File: src/rtl/simd_pkg.sv
package simd_pkg;

  typedef enum logic [2:0] {
    OP_PASS  = 3'd0,
    OP_ADDW  = 3'd1,
    OP_ADDD  = 3'd2,
    OP_ADDSW = 3'd3,
    OP_SHUF  = 3'd4
  } simd_op_e;

  localparam int OP_W = 3;

endpackage

File: src/rtl/simd_lane_add.sv
module simd_lane_add #(
  parameter int W = 16
) (
  input  logic [W-1:0] a,
  input  logic [W-1:0] b,
  input  logic         sat_en,
  output logic [W-1:0] sum
);

  localparam logic [W-1:0] MAX_POS = {1'b0, {(W-1){1'b1}}};
  localparam logic [W-1:0] MIN_NEG = {1'b1, {(W-1){1'b0}}};

  logic [W-1:0] raw;
  logic         pos_ovf;
  logic         neg_ovf;

  always_comb begin
    raw     = a + b;
    // overflow: operands share a sign that the wrapped sum lost
    pos_ovf = !a[W-1] && !b[W-1] &&  raw[W-1];
    neg_ovf =  a[W-1] &&  b[W-1] && !raw[W-1];
    if (sat_en && pos_ovf)      sum = MAX_POS;
    else if (sat_en && neg_ovf) sum = MIN_NEG;
    else                        sum = raw;
  end

endmodule

File: src/rtl/simd_word_shuffle.sv
module simd_word_shuffle #(
  parameter int DATA_W = 64,
  parameter int WORD_W = 16
) (
  input  logic [DATA_W-1:0]                           src,
  input  logic [(DATA_W/WORD_W)*$clog2(DATA_W/WORD_W)-1:0] sel,
  output logic [DATA_W-1:0]                           dst
);

  localparam int NW    = DATA_W / WORD_W;
  localparam int SEL_W = $clog2(NW);

  always_comb begin
    dst = '0;
    for (int i = 0; i < NW; i++) begin
      dst[i*WORD_W +: WORD_W] = src[int'(sel[i*SEL_W +: SEL_W])*WORD_W +: WORD_W];
    end
  end

endmodule

File: src/rtl/simd_exec_unit.sv
module simd_exec_unit
  import simd_pkg::*;
#(
  parameter int DATA_W = 64,
  parameter int WORD_W = 16,
  parameter int IMM_W  = 8
) (
  input  logic              clk,
  input  logic              rst,
  input  logic              in_valid,
  input  logic [OP_W-1:0]   op_sel,
  input  logic [DATA_W-1:0] src_a,
  input  logic [DATA_W-1:0] src_b,
  input  logic [IMM_W-1:0]  imm,
  output logic              out_valid,
  output logic [DATA_W-1:0] out_data
);

  localparam int DWORD_W = 2 * WORD_W;
  localparam int NW      = DATA_W / WORD_W;
  localparam int ND      = DATA_W / DWORD_W;
  localparam int SHUF_W  = NW * $clog2(NW);

  simd_op_e          op;
  logic              is_sat;
  logic [DATA_W-1:0] word_sum;
  logic [DATA_W-1:0] dword_sum;
  logic [DATA_W-1:0] shuf_out;
  logic [DATA_W-1:0] result;

  assign op     = simd_op_e'(op_sel);
  assign is_sat = (op == OP_ADDSW);

  // word lanes: one adder per lane, saturation chosen per operation
  generate
    for (genvar g = 0; g < NW; g++) begin : g_word
      simd_lane_add #(.W(WORD_W)) u_add (
        .a      (src_a[g*WORD_W +: WORD_W]),
        .b      (src_b[g*WORD_W +: WORD_W]),
        .sat_en (is_sat),
        .sum    (word_sum[g*WORD_W +: WORD_W])
      );
    end
    for (genvar g = 0; g < ND; g++) begin : g_dword
      simd_lane_add #(.W(DWORD_W)) u_add (
        .a      (src_a[g*DWORD_W +: DWORD_W]),
        .b      (src_b[g*DWORD_W +: DWORD_W]),
        .sat_en (1'b0),
        .sum    (dword_sum[g*DWORD_W +: DWORD_W])
      );
    end
  endgenerate

  simd_word_shuffle #(.DATA_W(DATA_W), .WORD_W(WORD_W)) u_shuf (
    .src (src_b),
    .sel (imm[SHUF_W-1:0]),
    .dst (shuf_out)
  );

  always_comb begin
    case (op)
      OP_ADDW, OP_ADDSW: result = word_sum;
      OP_ADDD:           result = dword_sum;
      OP_SHUF:           result = shuf_out;
      default:           result = src_b;
    endcase
  end

  always_ff @(posedge clk) begin
    if (rst) begin
      out_valid <= 1'b0;
      out_data  <= '0;
    end else begin
      out_valid <= in_valid;
      if (in_valid) out_data <= result;
    end
  end

  // reset empties the output stage
  p_reset_clear_r1: assert property (@(posedge clk) rst |=> (!out_valid && out_data == '0));

  // valid follows issue by exactly one cycle
  p_valid_lat_r2: assert property (@(posedge clk) disable iff (rst)
    in_valid |=> out_valid);
  p_valid_idle_r2: assert property (@(posedge clk) disable iff (rst)
    !in_valid |=> !out_valid);

  // two non-negative lane-0 inputs never yield a negative lane-0 result
  p_no_overflow_r3: assert property (@(posedge clk) disable iff (rst)
    (in_valid && op_sel == OP_ADDSW && !src_a[WORD_W-1] && !src_b[WORD_W-1])
      |=> !out_data[WORD_W-1]);

  // low doubleword equals the modular sum of the sampled operands
  p_dword_sum_r5: assert property (@(posedge clk) disable iff (rst)
    (in_valid && op_sel == OP_ADDD)
      |=> out_data[DWORD_W-1:0] == $past(src_a[DWORD_W-1:0] + src_b[DWORD_W-1:0]));

  // pass code returns the second source
  p_pass_r7: assert property (@(posedge clk) disable iff (rst)
    (in_valid && op_sel == OP_PASS) |=> out_data == $past(src_b));

  // idle cycles leave the result register untouched
  p_hold_r8: assert property (@(posedge clk) disable iff (rst)
    !in_valid |=> $stable(out_data));

endmodule

File: config.mk
export PLATFORM = sky130hd
export DESIGN_NAME = simd_exec_unit
export DESIGN_NICKNAME = d
export VERILOG_FILES = /design/src/rtl/simd_pkg.sv /design/src/rtl/simd_lane_add.sv /design/src/rtl/simd_word_shuffle.sv /design/src/rtl/simd_exec_unit.sv
export SDC_FILE = /design/constraint.sdc
export NUM_CORES = 1
export LEC_CHECK = 0
export BUFFER_PORTS_ARGS = -buffer_cell sky130_fd_sc_hd__buf_2
export CAP_MARGIN = 30
export CORE_ASPECT_RATIO = 1.25
export CORE_MARGIN = 2
export CORE_UTILIZATION = 48
export DETAILED_ROUTE_END_ITERATION = 16
export GPL_ROUTABILITY_DRIVEN = 0
export PLACE_DENSITY = 0.74
export SYNTH_ARGS = -nofsm -noshare
export SYNTH_HDL_FRONTEND = slang
export SYNTH_SLANG_ARGS = --single-unit
File: constraint.sdc
create_clock -name clk -period 4.1 [get_ports clk]
set_clock_uncertainty 0.05 [all_clocks]
set_input_delay 0.205 -clock clk [delete_from_list [all_inputs] [get_ports clk]]
set_output_delay 0.205 -clock clk [all_outputs]
set_load 0.02 [all_outputs]
==> flow_metrics.py, run 1 <==
metrics = {
    "placement": {
        "placed_cells": 1629,
        "portBuffers": 206,
        "hpwl_mm": 30.54,
    },
    "timing": {
        "setup_viol": 0,
        "fmax_mhz": 324.8,
        "slew_headroom_pct": 34.96,
        "fin_crit_sh_pct": 75.09,
        "final_max_slew_viol_count": 0,
        "rsz0062_at_grt": "no",
        "fin_setup_tns_ns": 0,
        "hold_violations": 0,
        "worst_slew_pin_slew_ns": 0.9733,
        "min_period_ns": 3.079,
    },
    "logic_synthesis": {
        "ys_types": 85,
        "synth_top_cell_by_area": "mux4_2",
        "synth-main-ff-cell": "dfxtp_1",
        "synth_seq_area_share_pct": 13.32,
        "syn_area_per_cell_um2": 7.973,
        "ys_ff_latch": 65,
        "synth_area_leaders": "mux4_2 (15%), dfxtp_1 (13%), ha_1 (8.7%)",
        "yosys-top-cells-count": "nand2_1 (113), o21ai_0 (106), a21oi_1 (103)",
        "synth_edf_count": 0,
        "synth_top_area_share_pct": 14.76,
        "syn_nets": 1439,
        "async_flop_share_pct": 0,
        "syn_area_um2": 9767,
        "syn_inst": 1225,
        "yosys.cell_count.top_type": "nand2_1",
        "synth_warnings": 0,
    },
    "clocking": {
        "cts_tree": "built",
        "htreeDepth": 3,
        "hold_buffers": 0,
        "ctsResizeCount": 0,
        "clock_path_buffers": 2,
        "clk_latency_ns": 0.34,
        "clkSinkCount": 65,
        "cts.clk_slew.worst_paths_ns": 0.06,
        "numCtsBuffers": 9,
        "cts_root_buf": "clkbuf_16",
        "cts_setup_buffers": 0,
    },
    "power": {
        "switching_power_mw": 1.278,
        "clock_power_share_pct": 27.1,
        "internal-power_mw": 1.788,
        "peakVddDrop_v": 0.0001914,
        "power.density_nw_per_um2": 274.0,
        "pwr-share-seq_pct": 23.9,
        "switching_share_pct": 41.68,
        "leakage_nw": 4.766,
        "pwr-share-comb_pct": 49.1,
    },
    "floorplan": {
        "io_pins": 207,
        "die_x_um": 131.6,
        "die_h_um": 163.5,
        "rows": 58,
        "core_um2": 20030,
        "start_util_pct": 48.76,
        "die_area_um2": 21510,
    },
    "cells_and_area": {
        "area_growth_pct": 14.57,
        "drive_above_1_share_pct": 24.25,
        "nNetsFinal": 1584,
        "final_cell_count_no_fill": 1647,
    },
    "drt": {
        "drt_first_pass_iters": 8,
        "wirelength_mm": 39.41,
        "drt_iter0_drc": 1721,
        "drc_errors": 0,
        "vias": 11535,
        "via_per_inst": 7.004,
        "ant_nets": 0,
        "wl_per_cell_um": 23.93,
    },
    "setup_path": {
        "critPathCaptureType": "flip-flop",
        "crit_arrival_ns": 3.25,
        "cp_data_required_time_ns": 4.28,
        "worstPathMaxFanout": 9,
        "start_kind": "input pin",
        "crit_type": "in -> reg",
    },
    "global_route": {
        "antenna_found_initial": 3,
        "grt_pass1_wl_mm": 59.33,
        "grt_usage_pct": 35.37,
        "grt_max_degree": 59,
        "overflow": 0,
        "grt_pass1_vias": 10746,
    },
    "job": {
        "cap_violations": 0,
    },
    "outcome": {
        "status": "completed",
    },
    "min_path": {
        "min_path_type": "in -> reg",
    },
}
==> sequential cells by signal (all words and copies together), names as in the netlist <==
register / cells
out_data: 64
out_valid: 1
==> power groups by stage <==
stage          logic (mW)  registers (mW)  clock network [mW]
3_3_place_gp         1.44           0.743                   0
2_1_floorplan       0.944           0.801                   0
4_1_cts              1.46           0.730               0.826
6_report             1.50           0.731               0.830
3_5_place_dp         1.45           0.743                   0
5_1_grt              1.60           0.735               0.857
==> metal layers <==
layer | GRT usage (%) | share of wire (%) | vias up
met4 | 25.64 | 8.2 | 0
met5 | 0 | 0 | -
li1 | - | - | 5088
met2 | 57.57 | 45 | 865
met3 | 8.628 | 12 | 230
met1 | 40.75 | 34 | 5352
==> cell type report <==
type,instances,area [um^2]
Antenna cell,4,10.01
Clock buffer,12,266.5
Clock inverter,2,37.54
Fill cell,1935,8840
Inverter,38,142.6
Multi-Input combinational cell,1033,7935
Sequential cell,65,1301
Tap cell,270,337.8
Timing Repair Buffer,223,1159
==> critical path, cell delays in order <==
cell and delay (ns):
buf_2 0.16, ha_1 0.46, o21a_1 0.22, a211oi_2 0.10, o31ai_1 0.65, o21ai_0 0.30
a31oi_2 0.46, nand3_1 0.18, a2111oi_0 0.40, nor3_1 0.11
==> path summary, 6_finish.rpt <==
check | slack [ns] | startpoint | depth (start not counted) | endpoint
worst min-delay path | 0.23 | src_b[13] | 3 | out_data[13]
worst max register to register | 2.82 | out_data[62] | 4 | out_data[62]
worst max-delay path | 1.02 | src_b[25] | 10 | out_data[23]
worst min register to register | 0.40 | out_data[34] | 1 | out_data[34]
==> cells by family (layout without fill, tap and decap cells) <==
group	after synthesis	in the layout	synth area share, %
AOI/OAI and AO/OA	486	486	34.38
xor gates and xnor gates	39	39	3.497
adders and majority gates	72	72	9.531
buffers and inverters	127	275	5.547
DFF	65	65	13.32
muxes	70	70	15.37
other	0	4	0
and+or+nand+nor	366	366	18.34
==> metrics by stage <==
stage | power (mW) | area (um^2) | hold WS, ns | utilization [%] | setup slack (ns)
finish | 3.066 | 11190 | 0.2254 | 55.87 | 1.021
global placement | 2.181 | 10870 | 0.3788 | 54.26 | 0.9357
floorplan | 1.745 | 9767 | 0.3500 | - | 1.480
global route | 3.196 | 11180 | 0.2394 | 55.83 | 0.8965
CTS | 3.016 | 11180 | 0.2183 | 55.82 | 1.182
detailed placement | 2.195 | 10880 | 0.3843 | 54.30 | 0.8196
==> placed cells by master, fill, tap and decap left out, types with 21 or more instances in the layout <==
master / n
nand3_1: 25
xnor2_1: 28
o21ai_0: 106
inv_1: 38
nor3_1: 21
a211oi_1: 28
dfxtp_1: 65
and3_1: 22
mux4_2: 64
a21oi_1: 103
a21o_1: 40
buf_2: 206
ha_1: 68
nand2_1: 113
nor2_1: 88
Note: power is estimated with default switching activity, not from simulation.
==> inputs of run 2 (changes only) <==
==> constraint.sdc (replaced) <==
create_clock -name clk -period 3.2 [get_ports clk]
set_clock_uncertainty 0.05 [all_clocks]
set_input_delay 0.16 -clock clk [delete_from_list [all_inputs] [get_ports clk]]
set_output_delay 0.16 -clock clk [all_outputs]
set_load 0.02 [all_outputs]
==> run 2 against run 1 <==
Core utilization up 1.3 points. First-iteration DRC count increased by 7.7%. Setup slack lost 0.84 ns. Via count increased by 1.7%. Critical endpoint is now out_data[56]. Flip-flop and latch count is the same. Highest routed layer unchanged. Die area unchanged.
==> flow_metrics.py, run 2 (synthesis gave the netlist of run 1 again) <==
metrics = {
    "timing": {
        "fmax_mhz": 330.8,
        "holdWs_ns": 0.1768,
        "worst_slew_pin_slew_ns": 0.9216,
        "fin_setup_tns_ns": 0,
        "fin_crit_sh_pct": 94.46,
        "slew_headroom_pct": 38.41,
        "min_period_ns": 3.023,
        "setup_viol": 0,
        "worst_slack_ns": 0.1772,
        "rsz0062_at_grt": "no",
        "final_max_slew_viol_count": 0,
        "hold_violations": 0,
    },
    "floorplan": {
        "die_h_um": 163.5,
        "start_util_pct": 48.76,
        "core_um2": 20030,
        "rows": 58,
        "die_x_um": 131.6,
        "die_area_um2": 21510,
        "io_pins": 207,
    },
    "clocking": {
        "ctsResizeCount": 0,
        "cts_root_buf": "clkbuf_16",
        "clock_path_buffers": 2,
        "htreeDepth": 3,
        "clkSinkCount": 65,
        "clk_latency_ns": 0.35,
        "hold_buffers": 0,
        "cts_tree": "built",
        "numCtsBuffers": 9,
        "cts_setup_buffers": 0,
        "cts.clk_slew.worst_paths_ns": 0.06,
    },
    "placement": {
        "preCtsSetupSlack_ns": -0.004382,
        "placed_cells": 1658,
        "hpwl_mm": 31.32,
        "portBuffers": 206,
        "post_dp_cell_area_um2": 11090,
    },
    "cells_and_area": {
        "most-common-layout-cells": "buf_2 (206), nand2_1 (113), o21ai_0 (106), a21oi_1 (103), nor2_1 (88)",
        "nNetsFinal": 1613,
        "post-route-util_pct": 57.17,
        "final_common_cell": "buf_2",
        "drive_above_1_share_pct": 25.93,
        "largest_reg_flops": 64,
        "area_growth_pct": 17.23,
        "max_flop_register": "out_data",
        "final_cell_count_no_fill": 1679,
        "design_area_um2": 11450,
        "reg.largest.list": "out_data (64), out_valid (1)",
    },
    "drt": {
        "ant_nets": 0,
        "via_per_inst": 6.987,
        "drt_iter0_drc": 1853,
        "drc_errors": 0,
        "drt_first_pass_iters": 9,
        "wl_per_cell_um": 24.19,
        "vias": 11732,
        "wirelength_mm": 40.61,
    },
    "power": {
        "leakage_nw": 4.919,
        "peakVddDrop_v": 0.0002796,
        "fin_total_pwr_mw": 4.127,
        "power.density_nw_per_um2": 360.4,
    },
    "min_path": {
        "min_path_type": "in -> reg",
    },
    "setup_path": {
        "worstPathMaxFanout": 11,
        "start_kind": "input pin",
        "crit_type": "in -> reg",
        "cp_data_required_time_ns": 3.37,
        "critPathCaptureType": "flip-flop",
        "crit_arrival_ns": 3.20,
    },
    "global_route": {
        "grt_usage_pct": 36.93,
        "overflow": 0,
        "grt_pass1_wl_mm": 62.07,
        "antenna_found_initial": 4,
        "grt_max_degree": 44,
        "grt_pass1_vias": 11030,
    },
    "outcome": {
        "status": "completed",
    },
    "job": {
        "cap_violations": 0,
    },
}
[run 2: changes by cell type in the layout (fill, tap and decap cells not counted), sizes merged]
| cell | before | now |
|---|---|---|
| buf | 223 | 252 |
| diode | 4 | 5 |
| clkbuf | 12 | 9 |
| bufinv | 1 | 3 |
| clkinvlp | 1 | 2 |
| clkinv | 0 | 2 |
[run 2: final cells by class]
class / count / area, um^2
Inverter: 38 / 142.6
Clock inverter: 7 / 118.9
Tap cell: 270 / 337.8
Timing Repair Buffer: 252 / 1376
Multi-Input combinational cell: 1033 / 7935
Clock buffer: 9 / 225.2
Sequential cell: 65 / 1301
Antenna cell: 5 / 12.51
Fill cell: 1891 / 8579
[run 2: layer usage]
metal  wire length [um]  share of wire (%)  up-vias  track usage (%)
li1                   -                  -     5135                -
met1              14080                 35     5377            43.40
met2              18090                 45      976            58.59
met3               4902                 12      244            8.970
met4               3537                8.7        0            27.77
met5                  0                  0        -                0
[run 2: critical path, stage by stage]
cell	delay [ns]
buf_2	0.16
ha_1	0.44
a21o_1	0.25
o21bai_1	0.22
a221oi_1	0.64
o21ai_1	0.25
mux2i_1	0.24
a211oi_1	0.49
a2bb2oi_1	0.21
o311ai_0	0.12
[run 2: path summary, 6_finish.rpt]
check,start,end,slack (ns),cells after the start
worst max register to register,out_data[62],out_data[62],1.84,5
worst max-delay path,src_b[58],out_data[56],0.18,10
worst min register to register,out_data[19],out_data[19],0.40,2
worst min-delay path,src_b[50],out_data[50],0.18,3
[run 2: power by group]
part | switching [mW] | leakage (nW) | internal (mW)
combinational | 1.21 | 4.22 | 0.784
sequential | 0.0516 | 0.538 | 0.884
clock | 0.437 | 0.162 | 0.761
total | 1.70 | 4.92 | 2.43
